[config.mk]
export PLATFORM = sky130hd
export DESIGN_NAME = dbg_link_seq
export DESIGN_NICKNAME = d
export VERILOG_FILES = /design/src/rtl/dbg_link_pkg.sv /design/src/rtl/tick_div.sv /design/src/rtl/slot_engine.sv /design/src/rtl/wait_timer.sv /design/src/rtl/dbg_link_seq.sv
export SDC_FILE = /design/constraint.sdc
export NUM_CORES = 1
export LEC_CHECK = 0
export ABC_AREA = 0
export BUFFER_PORTS_ARGS = -buffer_cell sky130_fd_sc_hd__buf_2
export CAP_MARGIN = 20
export CORE_ASPECT_RATIO = 2
export CORE_MARGIN = 2
export CORE_UTILIZATION = 44
export CTS_BUF_LIST = sky130_fd_sc_hd__clkbuf_8
export DETAILED_ROUTE_END_ITERATION = 8
export PLACE_DENSITY = 0.62
export SYNTH_ARGS = -nofsm -noshare
export SYNTH_HDL_FRONTEND = slang
export SYNTH_HIERARCHICAL = 1
export SYNTH_SLANG_ARGS = --single-unit
[constraint.sdc]
create_clock -name clk -period 4.7 [get_ports clk]
set_clock_uncertainty 0.15 [all_clocks]
set_input_delay 0.235 -clock clk [delete_from_list [all_inputs] [get_ports clk]]
set_output_delay 0.235 -clock clk [all_outputs]
set_load 0.01 [all_outputs]
[src/rtl/dbg_link_pkg.sv]
package dbg_link_pkg;

    typedef enum logic [2:0] {
        K_HW_RD  = 3'd0,
        K_HW_WR  = 3'd1,
        K_FW_RD  = 3'd2,
        K_FW_WR  = 3'd3,
        K_STEP   = 3'd4,
        K_RESUME = 3'd5
    } cmd_kind_e;

    typedef enum logic [2:0] {
        S_IDLE,
        S_OPCODE,
        S_ADDR,
        S_WDATA,
        S_GAP_RD,
        S_RDATA,
        S_GAP_END
    } seq_state_e;

    function automatic logic kind_ok(input logic [2:0] k);
        return k <= 3'd5;
    endfunction

    function automatic logic [7:0] opcode_of(input logic [2:0] k, input logic w);
        return {1'b1, k, w, 3'b100};
    endfunction

endpackage

[src/rtl/tick_div.sv]
module tick_div #(
    parameter int W = 8
) (
    input  logic         clk,
    input  logic         rst_n,
    input  logic         restart,
    input  logic [W-1:0] div,
    output logic         tick
);
    logic [W-1:0] cnt_q;

    always_ff @(posedge clk or negedge rst_n) begin
        if (!rst_n)
            cnt_q <= '0;
        else if (restart || cnt_q == div)
            cnt_q <= '0;
        else
            cnt_q <= cnt_q + 1'b1;
    end

    assign tick = (cnt_q == div) && !restart;
endmodule

[src/rtl/slot_engine.sv]
module slot_engine #(
    parameter int SLOT_LEN  = 16,
    parameter int ONE_LOW   = 4,
    parameter int ZERO_LOW  = 13,
    parameter int RD_LOW    = 4,
    parameter int SAMPLE_AT = 10
) (
    input  logic clk,
    input  logic rst_n,
    input  logic start,
    input  logic tx_bit,
    input  logic rd_mode,
    input  logic ser_tick,
    input  logic line_in,
    output logic line_oe,
    output logic done,
    output logic rx_bit
);
    localparam int SC_W = $clog2(SLOT_LEN);
    localparam logic [SC_W-1:0] LAST_SC  = SC_W'(SLOT_LEN - 1);
    localparam logic [SC_W-1:0] SAMP_SC  = SC_W'(SAMPLE_AT);
    localparam logic [SC_W-1:0] ONE_SC   = SC_W'(ONE_LOW);
    localparam logic [SC_W-1:0] ZERO_SC  = SC_W'(ZERO_LOW);
    localparam logic [SC_W-1:0] RDLO_SC  = SC_W'(RD_LOW);

    logic            active_q;
    logic [SC_W-1:0] sc_q;
    logic            bit_q;
    logic            rd_q;
    logic [1:0]      sync_q;
    logic [SC_W-1:0] low_len;

    always_ff @(posedge clk or negedge rst_n) begin
        if (!rst_n)
            sync_q <= 2'b11;
        else
            sync_q <= {sync_q[0], line_in};
    end

    always_ff @(posedge clk or negedge rst_n) begin
        if (!rst_n) begin
            active_q <= 1'b0;
            sc_q     <= '0;
            bit_q    <= 1'b0;
            rd_q     <= 1'b0;
            done     <= 1'b0;
            rx_bit   <= 1'b1;
        end else begin
            done <= 1'b0;
            if (start) begin
                active_q <= 1'b1;
                sc_q     <= '0;
                bit_q    <= tx_bit;
                rd_q     <= rd_mode;
            end else if (active_q && ser_tick) begin
                if (sc_q == SAMP_SC)
                    rx_bit <= sync_q[1];
                if (sc_q == LAST_SC) begin
                    active_q <= 1'b0;
                    done     <= 1'b1;
                end else begin
                    sc_q <= sc_q + 1'b1;
                end
            end
        end
    end

    always_comb begin
        if (rd_q)
            low_len = RDLO_SC;
        else if (bit_q)
            low_len = ONE_SC;
        else
            low_len = ZERO_SC;
    end

    assign line_oe = active_q && (sc_q < low_len);
endmodule

[src/rtl/wait_timer.sv]
module wait_timer #(
    parameter int CNT_W = 8
) (
    input  logic             clk,
    input  logic             rst_n,
    input  logic             load,
    input  logic [CNT_W-1:0] load_val,
    input  logic             bus_tick,
    output logic             done
);
    logic [CNT_W-1:0] cnt_q;

    always_ff @(posedge clk or negedge rst_n) begin
        if (!rst_n) begin
            cnt_q <= '0;
            done  <= 1'b0;
        end else begin
            done <= 1'b0;
            if (load) begin
                cnt_q <= load_val;
            end else if (bus_tick && cnt_q != '0) begin
                cnt_q <= cnt_q - 1'b1;
                if (cnt_q == CNT_W'(1))
                    done <= 1'b1;
            end
        end
    end
endmodule

[src/rtl/dbg_link_seq.sv]
module dbg_link_seq
    import dbg_link_pkg::*;
#(
    parameter int DIV_W     = 8,
    parameter int WORD_W    = 16,
    parameter int SLOT_LEN  = 16,
    parameter int ONE_LOW   = 4,
    parameter int ZERO_LOW  = 13,
    parameter int RD_LOW    = 4,
    parameter int SAMPLE_AT = 10,
    parameter int HW_GAP    = 150,
    parameter int FW_RD_GAP = 48,
    parameter int FW_WR_GAP = 36,
    parameter int RUN_GAP   = 76
) (
    input  logic              clk,
    input  logic              rst_n,
    input  logic [DIV_W-1:0]  serial_div,
    input  logic [DIV_W-1:0]  bus_div,
    input  logic              req_valid,
    input  logic [2:0]        req_kind,
    input  logic              req_wide,
    input  logic [WORD_W-1:0] req_addr,
    input  logic [WORD_W-1:0] req_wdata,
    output logic              busy,
    output logic              rd_valid,
    output logic [WORD_W-1:0] rd_data,
    output logic              line_oe,
    input  logic              line_in
);
    localparam int BYTE_W  = WORD_W / 2;
    localparam int CNT_W   = $clog2(WORD_W);
    localparam int GAP_M1  = (HW_GAP > FW_RD_GAP) ? HW_GAP : FW_RD_GAP;
    localparam int GAP_M2  = (FW_WR_GAP > RUN_GAP) ? FW_WR_GAP : RUN_GAP;
    localparam int GAP_MAX = (GAP_M1 > GAP_M2) ? GAP_M1 : GAP_M2;
    localparam int GAP_W   = $clog2(GAP_MAX + 1);

    seq_state_e        state_q, state_d;
    cmd_kind_e         kind_q;
    logic              wide_q;
    logic [WORD_W-1:0] addr_q;
    logic [WORD_W-1:0] wdata_q;
    logic [WORD_W-1:0] tx_sr_q;
    logic [WORD_W-1:0] rx_sr_q;
    logic [CNT_W-1:0]  bits_left_q;
    logic              kick_q;
    logic              wait_go_q;
    logic [GAP_W-1:0]  wait_val_q;
    logic              rd_valid_q;
    logic [WORD_W-1:0] rd_data_q;

    logic              accept;
    logic              last_bit;
    logic              slot_done;
    logic              slot_rx;
    logic              wait_done;
    logic [WORD_W-1:0] rx_next;
    logic [CNT_W-1:0]  word_bits;
    logic [GAP_W-1:0]  gap_rd_val;
    logic [GAP_W-1:0]  gap_end_val;

    // two prescalers: index 0 serial cycle, index 1 bus cycle
    logic [DIV_W-1:0]  pdiv [2];
    logic [1:0]        prst;
    logic [1:0]        ptick;

    assign pdiv[0] = serial_div;
    assign pdiv[1] = bus_div;
    assign prst    = {wait_go_q, kick_q};

    for (genvar g = 0; g < 2; g++) begin : g_pre
        tick_div #(.W(DIV_W)) u_div (
            .clk     (clk),
            .rst_n   (rst_n),
            .restart (prst[g]),
            .div     (pdiv[g]),
            .tick    (ptick[g])
        );
    end

    slot_engine #(
        .SLOT_LEN  (SLOT_LEN),
        .ONE_LOW   (ONE_LOW),
        .ZERO_LOW  (ZERO_LOW),
        .RD_LOW    (RD_LOW),
        .SAMPLE_AT (SAMPLE_AT)
    ) u_slot (
        .clk      (clk),
        .rst_n    (rst_n),
        .start    (kick_q),
        .tx_bit   (tx_sr_q[WORD_W-1]),
        .rd_mode  (state_q == S_RDATA),
        .ser_tick (ptick[0]),
        .line_in  (line_in),
        .line_oe  (line_oe),
        .done     (slot_done),
        .rx_bit   (slot_rx)
    );

    wait_timer #(.CNT_W(GAP_W)) u_wait (
        .clk      (clk),
        .rst_n    (rst_n),
        .load     (wait_go_q),
        .load_val (wait_val_q),
        .bus_tick (ptick[1]),
        .done     (wait_done)
    );

    assign accept    = req_valid && kind_ok(req_kind);
    assign last_bit  = (bits_left_q == '0);
    assign rx_next   = {rx_sr_q[WORD_W-2:0], slot_rx};
    assign word_bits = wide_q ? CNT_W'(WORD_W - 1) : CNT_W'(BYTE_W - 1);

    always_comb begin
        gap_rd_val  = (kind_q == K_HW_RD) ? GAP_W'(HW_GAP) : GAP_W'(FW_RD_GAP);
        unique case (kind_q)
            K_HW_WR: gap_end_val = GAP_W'(HW_GAP);
            K_FW_WR: gap_end_val = GAP_W'(FW_WR_GAP);
            default: gap_end_val = GAP_W'(RUN_GAP);
        endcase
    end

    // state register
    always_ff @(posedge clk or negedge rst_n) begin
        if (!rst_n)
            state_q <= S_IDLE;
        else
            state_q <= state_d;
    end

    // next state
    always_comb begin
        state_d = state_q;
        unique case (state_q)
            S_IDLE: begin
                if (accept)
                    state_d = S_OPCODE;
            end
            S_OPCODE: begin
                if (slot_done && last_bit) begin
                    unique case (kind_q)
                        K_HW_RD, K_HW_WR: state_d = S_ADDR;
                        K_FW_RD:          state_d = S_GAP_RD;
                        K_FW_WR:          state_d = S_WDATA;
                        default:          state_d = S_GAP_END;
                    endcase
                end
            end
            S_ADDR: begin
                if (slot_done && last_bit)
                    state_d = (kind_q == K_HW_RD) ? S_GAP_RD : S_WDATA;
            end
            S_WDATA: begin
                if (slot_done && last_bit)
                    state_d = S_GAP_END;
            end
            S_GAP_RD: begin
                if (wait_done)
                    state_d = S_RDATA;
            end
            S_RDATA: begin
                if (slot_done && last_bit)
                    state_d = S_IDLE;
            end
            S_GAP_END: begin
                if (wait_done)
                    state_d = S_IDLE;
            end
            default: state_d = S_IDLE;
        endcase
    end

    // datapath: loads on state entry, shifts between slots
    always_ff @(posedge clk or negedge rst_n) begin
        if (!rst_n) begin
            kind_q      <= K_HW_RD;
            wide_q      <= 1'b0;
            addr_q      <= '0;
            wdata_q     <= '0;
            tx_sr_q     <= '0;
            rx_sr_q     <= '0;
            bits_left_q <= '0;
            kick_q      <= 1'b0;
            wait_go_q   <= 1'b0;
            wait_val_q  <= '0;
            rd_valid_q  <= 1'b0;
            rd_data_q   <= '0;
        end else begin
            kick_q     <= 1'b0;
            wait_go_q  <= 1'b0;
            rd_valid_q <= 1'b0;
            if (state_q == S_RDATA && slot_done)
                rx_sr_q <= rx_next;
            if (state_d != state_q) begin
                case (state_d)
                    S_OPCODE: begin
                        kind_q      <= cmd_kind_e'(req_kind);
                        wide_q      <= req_wide;
                        addr_q      <= req_wide ? {req_addr[WORD_W-1:1], 1'b0} : req_addr;
                        wdata_q     <= req_wdata;
                        tx_sr_q     <= {opcode_of(req_kind, req_wide), {(WORD_W-8){1'b0}}};
                        bits_left_q <= CNT_W'(7);
                        kick_q      <= 1'b1;
                    end
                    S_ADDR: begin
                        tx_sr_q     <= addr_q;
                        bits_left_q <= CNT_W'(WORD_W - 1);
                        kick_q      <= 1'b1;
                    end
                    S_WDATA: begin
                        tx_sr_q     <= wide_q ? wdata_q
                                              : {wdata_q[BYTE_W-1:0], {BYTE_W{1'b0}}};
                        bits_left_q <= word_bits;
                        kick_q      <= 1'b1;
                    end
                    S_GAP_RD: begin
                        wait_val_q <= gap_rd_val;
                        wait_go_q  <= 1'b1;
                    end
                    S_GAP_END: begin
                        wait_val_q <= gap_end_val;
                        wait_go_q  <= 1'b1;
                    end
                    S_RDATA: begin
                        rx_sr_q     <= '0;
                        bits_left_q <= word_bits;
                        kick_q      <= 1'b1;
                    end
                    S_IDLE: begin
                        if (state_q == S_RDATA) begin
                            rd_valid_q <= 1'b1;
                            rd_data_q  <= wide_q ? rx_next
                                                 : {{BYTE_W{1'b0}}, rx_next[BYTE_W-1:0]};
                        end
                    end
                    default: ;
                endcase
            end else if (slot_done && !last_bit) begin
                tx_sr_q     <= {tx_sr_q[WORD_W-2:0], 1'b0};
                bits_left_q <= bits_left_q - 1'b1;
                kick_q      <= 1'b1;
            end
        end
    end

    // outputs
    always_comb begin
        busy     = (state_q != S_IDLE);
        rd_valid = rd_valid_q;
        rd_data  = rd_data_q;
    end
endmodule

==> impl_metrics.ini <==
[outcome]
status = complete, no violations

[floorplanning]
core-area_mm2 = 0.01521
die_x_um = 91.71
die_area_mm2 = 0.01646
rows = 64
ios = 75
chipHeight_um = 179.4
start_util = 0.4450

[routing]
drt_iter0_drc = 207
ant_nets = 0
drt_pass1_iterations = 4
routedWlPerCell_um = 16.48
vias = 5105
viasPerCell = 5.454
drc = 0
wirelength_um = 15420

[final_layout]
fin_area_mm2 = 0.008123
n_antenna_cell = 0
fin_nets = 791
drive_above_1_share = 0.2710
area.growth.synth_to_final_pct = 19.98

[placement]
place.gp.congestion = 0.8116
dp_hpwl_um = 11030
portBuffers = 74
place_area_mm2 = 0.007267

[cts]
cts_root_buffer = clkbuf_8
postCtsSetupBuffers = 0
clockBufferDepth = 2
cts_buffers = 17
path_clk_slew_ns = 0.09
cts_num_sinks = 134
htree_levels = 4
insertion_delay_ns = 0.45
cts_tree = built

[synth]
syn_area_per_cell_um2 = 10.88
synth_area_leaders = dfrtp_1 48%, mux2_2 10%, nand2_1 4.5%
syn-num-nets = 688
synth_seq_cells = 134
yosysMostFrequentCell = dfrtp_1
ys_types = 79
yosysSeqAreaShare = 0.4958
synth-main-ff-cell = dfrtp_1
synth_top_area_frac = 0.4842
yosys.area.top_type = dfrtp_1
synth_edf_count = 0
netlist_top_cells_count = 131 x dfrtp_1, 81 x nand2_1, 60 x mux2_2
synth_area_mm2 = 0.006770
async_reset_ff_frac = 1.000
syn_inst = 622
yosysWarningCount = 6

[power_and_ir_drop]
cellPowerDensity_mw_per_mm2 = 350.6
p_leak_nw = 3.681
vdd_ir_drop_max_mv = 0.2018

[global_routing]
grt_pass1_vias = 5379
grt_pass1_wl_um = 26140
grt_max_degree = 87
grt.total_usage = 0.1994
antenna_found_initial = 0
grt_overflow = 0

[setup_path]
crit_buf_inv = 2
crit_slowest_cell = nor4_4
slowest_delay_ns = 0.86
worstPathArrival_ns = 4.05
path_cells = inv_1 -> ha_1 -> and4bb_2 -> o32ai_1 -> nor4_4 -> inv_4 -> mux2i_4 -> nand2_4 -> mux2_4 -> mux2_1
crit_fanout = 17
cp-start-kind = register
rr_worst_depth = 10
cp.depth = 10
crit_family = simple AND/OR/NAND/NOR gates
cp.required_ns = 4.87
critPathKind = register to register
cp-end-kind = register

[timing]
rsz0062_at_grt = false
setup_viol = 0
drv_slew = 0
period_share = 0.8254
finalSetupTns_ns = 0
tightest_slew_ns = 0.9797
hold_violations = 0
slew_headroom = 0.3469
fmax_mhz = 257.8
fin_crit_ns = 3.880

[run]
maxCapViolCount = 0

[hold_path]
worst_hold_path_type = input pin to async pin
-- registers in the layout (all words and copies together) (netlist names), 2 cells and up --
register and count:
rx_sr_q 15, state_q 3, wait_val_q 5, u_slot/sync_q 2
bits_left_q 4, g_pre.u_div/cnt_q 16, kind_q 3, rd_data 16
addr_q 16, u_slot/sc_q 4, tx_sr_q 16, wdata_q 16
u_wait/cnt_q 8
-- cell usage in the layout, fill, tap and decap left out, types with 4 or more instances in the layout --
| cell type | count |
|---|---|
| clkbuf_8 | 17 |
| a211oi_1 | 15 |
| mux2i_1 | 4 |
| o22ai_1 | 4 |
| ha_1 | 10 |
| nor3_1 | 10 |
| dlygate4sd3_1 | 39 |
| bufinv_16 | 4 |
| xor2_1 | 18 |
| nor4_4 | 6 |
| a221oi_1 | 7 |
| nor2_1 | 16 |
| nand3_1 | 26 |
| buf_2 | 73 |
| nand2b_1 | 4 |
| a21oi_1 | 36 |
| a31oi_1 | 5 |
| dfrtp_1 | 131 |
| nand2_1 | 81 |
| mux2_1 | 9 |
| xnor2_1 | 7 |
| inv_1 | 18 |
| o21ai_0 | 27 |
| or3_1 | 8 |
| mux2_2 | 60 |
| clkinvlp_4 | 4 |
| nor2b_1 | 8 |
| buf_4 | 4 |
-- stage by stage --
step	total power (W)	hold WS [ns]	setup slack (ns)	std cells	utilization
2_1_floorplan	0.001674	-0.2106	1.420	622	-
3_3_place_gp	0.001764	0.1977	1.010	864	0.4776
3_5_place_dp	0.001788	0.1992	0.8844	864	0.4776
4_1_cts	0.002885	0.2109	0.8377	935	0.5321
5_1_grt	0.002996	0.2018	0.5548	936	0.5339
6_report	0.002848	0.1560	0.8204	936	0.5339
-- where the power goes --
| part | total [W] | internal [W] | switching [W] |
|---|---|---|---|
| combinational | 0.000411 | 0.000198 | 0.000212 |
| sequential | 0.00138 | 0.00125 | 0.000131 |
| clock | 0.00106 | 0.000581 | 0.000479 |
| total | 0.00285 | 0.00203 | 0.000822 |
-- cell families (layout without fill, tap and decap cells) --
logic type               count (synthesis)  count (layout)  share of synthesized area
AND/OR/NAND/NOR                        196             196                     0.1649
other                                    1               1                  0.0005539
buffers and inverters                   52             168                    0.03345
flip-flops                             134             134                     0.4958
adder cells (fa/ha/maj)                 10              10                    0.01848
XOR/XNOR                                27              27                    0.03715
AO/OA/AOI/OAI                          127             127                     0.1235
multiplexers                            75              75                     0.1262
-- routing by layer --
metal | vias to the layer above | GRT usage | part of all wire
li1 | 2442 | - | -
met1 | 2496 | 0.2057 | 0.36
met2 | 126 | 0.3647 | 0.55
met3 | 41 | 0.03688 | 0.036
met4 | 0 | 0.1206 | 0.053
met5 | - | 0 | 0
-- final timing paths --
check                                           start                          to  slack, ns
max                        bits_left_q[0]$_DFFE_PN0P_     tx_sr_q[15]$_DFFE_PN0P_       0.82
max in group asynchronous                       rst_n   wait_val_q[2]$_DFFE_PN0P_       3.28
min in group clk           u_slot/sync_q[0]$_DFF_PN1_  u_slot/sync_q[1]$_DFF_PN1_       0.21
min                                             rst_n      tx_sr_q[2]$_DFFE_PN0P_       0.16
max reg2reg                bits_left_q[0]$_DFFE_PN0P_     tx_sr_q[15]$_DFFE_PN0P_       0.82
min reg2reg                u_slot/sync_q[0]$_DFF_PN1_  u_slot/sync_q[1]$_DFF_PN1_       0.21
-- layout make-up --
type                       count  area [um2]
inverter                      19       73.82
tap                          198       247.7
multi-input combinational    436        3193
timing repair buffer         117       813.3
sequential                   134        3357
clock buffer                  17       234.0
fill                        1355        7092
clock inverter                15       203.9
-- what timing repair did --
item	4_1_cts	5_1_grt
hold endpoints to repair	118	0
gates resized for setup	0	0
endpoints found under the setup margin	0	0
hold buffers	39	0
Power figures use the tool's default switching activity.
